==> src/rtl/rst_cause_agg.sv <==
module rst_cause_agg #(
  parameter int CAUSE_W = 16,
  parameter int RST_LEN = 16
) (
  input  logic               clk,
  input  logic               por_n,
  input  logic               wdg_req,
  input  logic               cf_main_req,
  input  logic               cf_sub_req,
  input  logic               freq_req,
  input  logic               rd_en,
  input  logic               rd_addr,
  output logic [CAUSE_W-1:0] rd_data,
  output logic               sys_rst,
  output logic               keep_dom
);
  localparam int CW = (RST_LEN > 1) ? $clog2(RST_LEN) : 1;
  localparam logic [CW-1:0] CNT_TOP = CW'(RST_LEN - 1);

  logic [3:0] sync1, sync2, prev;
  logic [3:0] evt;
  logic       active;
  logic [CW-1:0] cnt;
  logic [CAUSE_W-1:0] cause, cause_set;
  logic [1:0] sup;
  logic       rd_clr;

  assign evt = sync2 & ~prev;

  always_ff @(posedge clk or negedge por_n) begin
    if (!por_n) begin
      sync1 <= '0;
      sync2 <= '0;
      prev  <= '0;
    end else begin
      sync1 <= {freq_req, cf_sub_req, cf_main_req, wdg_req};
      sync2 <= sync1;
      prev  <= sync2;
    end
  end

  always_ff @(posedge clk or negedge por_n) begin
    if (!por_n) begin
      active <= 1'b0;
      cnt    <= '0;
    end else if (!active) begin
      if (|evt) begin
        active <= 1'b1;
        cnt    <= CNT_TOP;
      end
    end else if (cnt == '0) begin
      active <= 1'b0;
    end else begin
      cnt <= cnt - 1'b1;
    end
  end

  always_comb begin
    cause_set    = '0;
    cause_set[5] = evt[0];
    cause_set[6] = evt[1] | evt[2];
    cause_set[7] = evt[3];
  end

  assign rd_clr = rd_en && !rd_addr;

  always_ff @(posedge clk or negedge por_n) begin
    if (!por_n) begin
      cause <= '0;
      sup   <= '0;
    end else begin
      cause <= (rd_clr ? '0 : cause) | cause_set;
      sup   <= sup | evt[2:1];
    end
  end

  assign rd_data  = rd_addr ? CAUSE_W'(sup) : cause;
  assign sys_rst  = active | ~por_n;
  assign keep_dom = active & por_n;

  p_wdg_bit_r1: assert property (@(posedge clk) disable iff (!por_n)
    evt[0] |=> cause[5]);
  p_main_fail_r2: assert property (@(posedge clk) disable iff (!por_n)
    evt[1] |=> (sup[0] && cause[6]));
  p_sub_fail_r2: assert property (@(posedge clk) disable iff (!por_n)
    evt[2] |=> (sup[1] && cause[6]));
  p_freq_bit_r3: assert property (@(posedge clk) disable iff (!por_n)
    evt[3] |=> cause[7]);
  p_no_extend_r5: assert property (@(posedge clk) disable iff (!por_n)
    (active && cnt != '0) |=> (active && cnt == $past(cnt) - 1'b1));
  p_sup_sticky_r8: assert property (@(posedge clk) disable iff (!por_n)
    sup[0] |=> sup[0]);
  p_keep_match_r9: assert property (@(posedge clk) disable iff (!por_n)
    keep_dom == sys_rst);
  always_comb begin
    if (!por_n) p_keep_low_por_r9: assert (!keep_dom && sys_rst);
  end
endmodule

==> config.mk <==
export PLATFORM = sky130hd
export DESIGN_NAME = rst_cause_agg
export DESIGN_NICKNAME = d
export VERILOG_FILES = /design/src/rtl/rst_cause_agg.sv
export SDC_FILE = /design/constraint.sdc
export NUM_CORES = 1
export LEC_CHECK = 0
export BUFFER_PORTS_ARGS = -buffer_cell sky130_fd_sc_hd__buf_4
export CAP_MARGIN = 20
export CORE_MARGIN = 5
export CORE_UTILIZATION = 35
export DETAILED_ROUTE_END_ITERATION = 12
export PLACE_DENSITY = 0.6
export SETUP_SLACK_MARGIN = 0.4
export SYNTH_ARGS = -nofsm -noshare
export SYNTH_HDL_FRONTEND = slang
export SYNTH_SLANG_ARGS = --single-unit
==> constraint.sdc <==
create_clock -name clk -period 1.55 [get_ports clk]
set_clock_uncertainty 0.15 [all_clocks]
set_input_delay 0.31 -clock clk [delete_from_list [all_inputs] [get_ports clk]]
set_output_delay 0.31 -clock clk [all_outputs]
set_load 0.05 [all_outputs]
-- Word level (Yosys, flattened, before mapping)
Index checks and enable logic that the tools add are counted.
- output and inout port bits: 18
- input port bits: 8
- bits in registers: 35
- add/sub/neg operators: 1
- bitwise gates (word level): 8
- equality and inequality tests: 1
- muxes and demuxes: 8
- reduce and logical (&&, ||, !) cells: 6
- operators with widths (operator ; number):
    $mux W16 ; 2
    $or A16 B8 Y16 ; 1
    $mux W4 ; 3
    $and A4 B4 Y4 ; 1
    $logic_not A4 Y1 ; 1
    $not A4 Y4 ; 1
    $reduce_or A4 Y1 ; 1
    $sub A4 B1 Y4 const B ; 1
    $mux W1 ; 3
    $ne A2 B2 Y1 const B ; 1
    $or A1 B1 Y1 ; 2
    $or A2 B2 Y2 ; 1
    $reduce_and A2 Y1 ; 1
    $reduce_bool A2 Y1 ; 1
    $and A1 B1 Y1 ; 1
    $logic_and A1 B1 Y1 ; 1
    $logic_not A1 Y1 ; 1
    $not A1 Y1 ; 1

-- Depth between registers and ports, before layout
Gate-level depths: netlist (run 1).
- depth in word-level cells: 5
- gate-level depth with buffers: 5

-- Least setup slack after synthesis (run 1)
No wires, ideal clock.
- path type: reg-to-output
- start point: register cause[6]
- end point: output port rd_data[6]
- slack: 0.054 ns
- path buffers: 0
- stages on the path, launching flop included: 2
- data required time: 1.090 ns
- arrival time: 1.036 ns
- cell sequence: dfrtp_1 > nor2b_1
- word-level cells in the longest chain between the ends: 1
- RTL lines (item ; line ; source):
    start, declared ; 24 ; logic [CAUSE_W-1:0] cause, cause_set;
    start signal, assigned ; 72 ; cause <= (rd_clr ? '0 : cause) | cause_set;
    $mux W16 ; 77 ; assign rd_data = rd_addr ? CAUSE_W'(sup) : cause;
    end, declared ; 13 ; output logic [CAUSE_W-1:0] rd_data,
Every way passes these cells.

-- Worst setup path after layout (run 1)
- start point: register active
- end point: output port sys_rst
- word-level cells in the longest chain between the ends: 1
- RTL lines (item ; line ; source):
    start, declared ; 22 ; logic active;
    start signal, assigned ; 44 ; active <= 1'b0;
    start signal, assigned ; 48 ; active <= 1'b1;
    start signal, assigned ; 52 ; active <= 1'b0;
    $or A1 B1 Y1 ; 78 ; assign sys_rst = active | ~por_n;
    end, declared ; 14 ; output logic sys_rst,
Every way passes these cells.

==> results of run 1 <==
[where the power goes]
group / total (W) / internal [W] / switching [W]
clock: 0.000431 / 0.000262 / 0.000170
combinational: 0.000795 / 0.000410 / 0.000385
sequential: 0.000724 / 0.000664 / 0.0000604
total: 0.00195 / 0.00133 / 0.000615
[cell families (layout without fill, tap and decap cells)]
kind of cell	after synthesis	after routing	share of synthesized area, %
AOI/OAI and AO/OA	8	8	7.49
xor gates and xnor gates	1	1	0.971
adders and majority gates	2	2	2.77
buffers and inverters	15	36	11.0
DFF	22	22	61.0
other	1	11	0.416
and+or+nand+nor	25	25	16.4
[area by class of cell]
class,instances,area (sq um)
Clock buffer,3,22.5
Sequential cell,22,552
Fill cell,215,1180
Timing Repair Buffer,29,268
Tap cell,30,37.5
Inverter,3,11.3
Multi-Input combinational cell,47,372
Clock inverter,1,30.0
[cell usage after synthesis]
| cell type | number |
|---|---|
| sky130_fd_sc_hd__xnor2_1 | 1 |
| sky130_fd_sc_hd__conb_1 | 1 |
| sky130_fd_sc_hd__ha_1 | 2 |
| sky130_fd_sc_hd__and2_1 | 3 |
| sky130_fd_sc_hd__o21a_1 | 1 |
| sky130_fd_sc_hd__o31a_4 | 1 |
| sky130_fd_sc_hd__a21oi_1 | 1 |
| sky130_fd_sc_hd__inv_1 | 3 |
| sky130_fd_sc_hd__nand2b_2 | 2 |
| sky130_fd_sc_hd__nand3_1 | 1 |
| sky130_fd_sc_hd__a21o_1 | 2 |
| sky130_fd_sc_hd__nor2_1 | 1 |
| sky130_fd_sc_hd__nand4b_1 | 1 |
| sky130_fd_sc_hd__buf_2 | 1 |
| sky130_fd_sc_hd__nand2_2 | 1 |
| sky130_fd_sc_hd__nor2b_1 | 3 |
| sky130_fd_sc_hd__a311oi_1 | 1 |
| sky130_fd_sc_hd__dfrtp_1 | 22 |
| sky130_fd_sc_hd__or3_1 | 1 |
| sky130_fd_sc_hd__nand2_1 | 5 |
| sky130_fd_sc_hd__nand2b_1 | 6 |
| sky130_fd_sc_hd__a2bb2oi_1 | 1 |
| sky130_fd_sc_hd__o21ai_0 | 1 |
| sky130_fd_sc_hd__buf_4 | 11 |
| sky130_fd_sc_hd__nor4_1 | 1 |
[through the flow]
step	total power [W]	cells	utilization (%)
after global placement	0.00121	117	41.7
after global routing	0.00206	135	52.2
after floorplan	0.00115	84	-
final	0.00195	135	52.2
after CTS	0.00182	131	49.7
after detailed placement	0.00123	117	41.7
[path summary, 6_finish.rpt]
check	slack, ns	start	endpoint
worst max-delay path	0.07	active	sys_rst
worst min-delay path	0.15	rd_en	cause[5]
worst max register to register	0.15	cnt[0]	cnt[1]
worst min register to register	0.21	sync1[0]	sync2[0]
max in group asynchronous	0.61	por_n	active
min in group asynchronous	0.40	por_n	prev[3]
[critical path, delay by kind of cell (launching register included)]
family | cells | cell delay (ns)
buffers and inverters | 1 | 0.14
flip-flops | 1 | 0.43
AND/OR/NAND/NOR | 1 | 0.14
[flip-flops by register name (all words and copies together), names as in the netlist]
register  flops
active        1
cause         3
cnt           4
prev          4
sup           2
sync1         4
sync2         4
[metal layers]
| layer | share of wire [%] | global-route usage [%] | up-vias |
|---|---|---|---|
| met5 | 0 | 0 | - |
| met4 | 2.7 | 6.50 | 0 |
| met3 | 5.8 | 1.28 | 4 |
| met2 | 49 | 16.5 | 21 |
| met1 | 43 | 11.4 | 266 |
| li1 | - | - | 278 |
[what timing repair did]
action / CTS / global route
setup buffers: 5 / 4
hold endpoints to repair: 26 / 0
hold buffers: 5 / 0
gates resized for setup: 18 / 6
setup endpoints to repair: 12 / 12
pin swaps: 3 / 2
==> impl_metrics.csv, run 1 <==
group,metric,value,unit
setup_path,cp.arrival,1.02,ns
floorplan,die-area,3690,sq um
power,power_density,1510,nW/um^2
power,peakVddDrop,0.000817,V
setup_path,worst_setup_path_start_kind,"flop",
final_layout,layout.nets,116,
yosys,synth_warnings,0,
placement,placement.setup.worst_slack,0.143,ns
routing,remaining_drc_errors,0,
sta,slew_viol_final,0,
grt,grt.total_usage,9.71,%
clock_tree,clkTransAtPathRegs,0.12,ns
sta,fin_crit,1.48,ns
routing,wl,1610,microns
placement,number_of_port_buffers,14,
clock_tree,cts_buffer_depth,2,
grt,grt_residual_overflow,0,
clock_tree,clock_tree_from_tritoncts,"done",
grt,grt_max_degree,23,
floorplan,die_outline_height,60.8,microns
clock_tree,clock_tree.root_cell,"sky130_fd_sc_hd__clkbuf_4",
floorplan,die_width,60.8,microns
final_layout,insertedDiodeCount,0,
final_layout,layout.cells.most_common_list,"sky130_fd_sc_hd__dfrtp_1 (21), sky130_fd_sc_hd__buf_4 (17), sky130_fd_sc_hd__conb_1 (11)",
setup_path,cp_max_fo,3,
hold_path,min-delay-path-class,"input port to flop",
sta,finalWorstSetupSlack,0.0683,ns
setup_path,series_of_cell_instances_along_the_critical_path,"nand2b_4 -> buf_6",
setup_path,cp-end-kind,"primary output",
routing,detailroute.via_count,569,
sta,max_freq,0.675,GHz
clock_tree,clock_insertion_delay_worst_skew,0.31,ns
final_layout,postLayoutCellArea,1290,sq um
yosys,synth.avg_cell_area,12.2,sq um
floorplan,placement_rows,18,
sta,finalHoldWorstSlack,0.146,ns
setup_path,worst_r2r_path_depth,5,
placement,placedInstanceArea,1030,sq um
setup_path,worstSetupPathType,"flop to primary output",
routing,first_pass_iters,3,
final_layout,flow.area_growth_from_synthesis,43.3,%
clock_tree,cts.htree.levels,1,
routing,post_drt_via_cell_ratio,4.21,
yosys,seq_area_frac_synth,61.0,%
grt,number_of_antenna_violations_at_the_first_check_in_global_routing,0,
sta,final.period_utilization,95.6,%
routing,ant_nets,0,
hold_path,hold_depth,4,
grt,via_count_of_the_first_global_routing_pass,572,
floorplan,top_level_ports,26,
sta,setup_viol,0,
setup_path,crit_required,1.09,ns
power,cellLeakagePower,0.633,nW
routing,number_of_drc_violations_after_detailed_routing_iteration_0,5,
yosys,yosys.cell_types.count,25,
sta,grt_setup_unrepaired,"yes",
placement,finalWeightedCongestion,0.691,
sta,hold_viol,0,
yosys,synth_top_cells_by_area,"sky130_fd_sc_hd__dfrtp_1 (61%), sky130_fd_sc_hd__buf_4 (9.2%), sky130_fd_sc_hd__nand2b_1 (4.2%)",
setup_path,critPathSlowestCell,"sky130_fd_sc_hd__dfrtp_2",
final_layout,mostFrequentLayoutCell,"sky130_fd_sc_hd__dfrtp_1",
grt,global_route_wire_length_before_repair,2590,microns
clock_tree,cts.sink_count,22,
floorplan,initial_utilization,36.4,%
routing,average_wire_per_standard_cell,11.9,microns
clock_tree,tritoncts.num_buffers,3,
final_layout,layout-drive-gt1-share,46.7,%
yosys,synth_top_area_share,61.0,%
floorplan,placeableCoreArea,2480,sq um
yosys,yosys_register_bits,22,
outcome,status,"completed",
placement,dp_hpwl,1040,microns
flow_run,max-cap-violations,0,
setup_path,critical-path-max-stage-delay,0.43,ns
yosys,netlist_instances,74,
yosys,netlist.top_cell.by_area,"sky130_fd_sc_hd__dfrtp_1",
yosys,synth_area,902,sq um
sta,finalSetupTns,0,ns
Note: power is estimated with default switching activity, not from simulation.
==> run 2, diff against run 1 <==
- CORE_UTILIZATION: 35 -> 42
- PLACE_DENSITY: 0.6 -> 0.69
==> run 2 against run 1 <==
Against the previous run: critical path depth stayed put; worst setup slack better by 0.0045 ns; cell count fell by 1.5%; count of clock-buffer cells in the layout increased by 1; sequential power increased by 1%; die area is 14% lower; flip-flop and latch count did not move; power shrank 9.9%; register-to-register slack hardly changed; utilization is 12 points higher.
==> impl_metrics.csv, run 2 (synthesized netlist as in run 1, its figures left out) <==
group,metric,value,unit
outcome,status,"completed",
final_layout,mostFrequentLayoutCell,"sky130_fd_sc_hd__dfrtp_1",
floorplan,die_width,56.3,microns
routing,number_of_drc_violations_after_detailed_routing_iteration_0,7,
power,seq_power_share,41.7,%
routing,average_wire_per_standard_cell,11.4,microns
hold_path,min-delay-path-class,"input port to flop",
grt,via_count_of_the_first_global_routing_pass,598,
final_layout,flow.area_growth_from_synthesis,41.7,%
setup_path,cp_max_fo,3,
placement,finalWeightedCongestion,0.676,
clock_tree,cts_buffer_depth,2,
placement,number_of_port_buffers,14,
floorplan,top_level_ports,26,
setup_path,worst_setup_path_start_kind,"flop",
floorplan,initial_utilization,45.1,%
routing,detailroute.via_count,576,
final_layout,insertedDiodeCount,0,
power,design_internal_power,0.00117,W
clock_tree,clock_tree_from_tritoncts,"done",
grt,grt.total_usage,10.0,%
routing,ant_nets,0,
setup_path,cp.arrival,1.02,ns
placement,dp_hpwl,1020,microns
routing,post_drt_via_cell_ratio,4.33,
setup_path,crit_required,1.09,ns
routing,remaining_drc_errors,0,
clock_tree,cts.htree.levels,1,
setup_path,cp-end-kind,"primary output",
power,power.share.switching,33.3,%
placement,placedInstanceArea,1030,sq um
final_layout,layout.nets,117,
floorplan,placeableCoreArea,2000,sq um
power,peakVddDrop,0.000918,V
clock_tree,tritoncts.num_buffers,3,
grt,number_of_antenna_violations_at_the_first_check_in_global_routing,0,
grt,global_route_wire_length_before_repair,2440,microns
grt,grt_residual_overflow,0,
grt,grt_max_degree,23,
sta,setup_viol,0,
power,power_frac_clock,17.3,%
sta,final.period_utilization,95.3,%
sta,hold_viol,0,
final_layout,layout.cells.most_common_list,"sky130_fd_sc_hd__dfrtp_1 (21), sky130_fd_sc_hd__buf_4 (17), sky130_fd_sc_hd__conb_1 (11)",
clock_tree,cts.sink_count,22,
final_layout,layout-drive-gt1-share,46.2,%
floorplan,die-area,3170,sq um
setup_path,worstSetupPathType,"flop to primary output",
power,net-switching-power,0.000585,W
flow_run,max-cap-violations,0,
sta,slew_viol_final,0,
floorplan,die_outline_height,56.3,microns
power,power_density,1370,nW/um^2
clock_tree,clock_insertion_delay_worst_skew,0.30,ns
final_layout,postLayoutCellArea,1280,sq um
routing,first_pass_iters,3,
sta,grt_setup_unrepaired,"yes",
sta,finalSetupTns,0,ns
power,comb_power_share,41.0,%
sta,max_freq,0.677,GHz
clock_tree,clkTransAtPathRegs,0.12,ns
floorplan,placement_rows,16,
clock_tree,clock_tree.root_cell,"sky130_fd_sc_hd__clkbuf_4",
sta,fin_crit,1.48,ns
routing,wl,1520,microns
power,cellLeakagePower,0.627,nW
==> run 2: cell types whose count changed in the layout (fill, tap and decap cells not counted), sizes merged <==
cell / before / now
buf: 24 / 25
bufinv: 1 / 0
clkbuf: 3 / 4
==> run 2: worst paths after layout <==
| kind | end | depth (start not counted) | slack (ns) | start |
|---|---|---|---|---|
| hold reg to reg | sync2[2] | 0 | 0.21 | sync1[2] |
| hold / removal | cause[5] | 4 | 0.15 | rd_en |
| max in group asynchronous | active | 3 | 0.63 | por_n |
| setup reg to reg | cnt[1] | 5 | 0.16 | cnt[0] |
| min in group asynchronous | sync1[0] | 3 | 0.40 | por_n |
| setup / recovery | sys_rst | 2 | 0.07 | active |
==> run 2: repair_timing <==
item | in CTS | in global routing
endpoints found under the setup margin | 12 | 12
gates resized for setup | 18 | 6
pin swaps | 5 | 2
buffers inserted | 8 | 2
hold buffers | 5 | 0
endpoints found under the hold margin | 26 | 0
cloned | 0 | 0
==> run 2: critical path: stages (launching register included) <==
cell and delay, ns:
sky130_fd_sc_hd__dfrtp_2 0.43, sky130_fd_sc_hd__nand2b_4 0.14, sky130_fd_sc_hd__buf_6 0.14
==> run 2: per-stage QoR <==
step	util [%]	setup WS, ns	total power, W	hold slack, ns	cells
after CTS	61.8	0.0622	0.00169	0.148	131
after global routing	63.9	0.0325	0.00186	0.172	133
after floorplan	-	0.248	0.00115	-0.136	84
after detailed placement	51.4	0.138	0.00123	0.187	114
after global placement	51.4	0.202	0.00121	0.182	114
final	63.9	0.0729	0.00176	0.153	133
==> run 2: metal layers <==
metal  global-route usage (%)  share of wire (%)  wire length (microns)  vias up
met2                     18.7                 52                    791       21
met1                     10.3                 40                    604      274
met4                     7.12                1.3                     19        0
met5                        0                  0                      0        -
li1                         -                  -                      -      279
met3                    0.917                6.6                    100        2
==> run 2: final cells by class <==
| class | count | area, sq um |
|---|---|---|
| Clock buffer | 4 | 36.3 |
| Multi-Input combinational cell | 47 | 367 |
| Sequential cell | 22 | 552 |
| Fill cell | 169 | 723 |
| Timing Repair Buffer | 30 | 279 |
| Tap cell | 27 | 33.8 |
| Inverter | 3 | 11.3 |
==> run 2: power by group through the flow <==
stage / Sequential [W] / Clock, W / Combinational, W
2_1_floorplan: 0.000714 / 0 / 0.000435
3_3_place_gp: 0.000738 / 0 / 0.000472
3_5_place_dp: 0.000745 / 0 / 0.000484
4_1_cts: 0.000725 / 0.000311 / 0.000654
5_1_grt: 0.000744 / 0.000332 / 0.000779
6_report: 0.000733 / 0.000304 / 0.000720
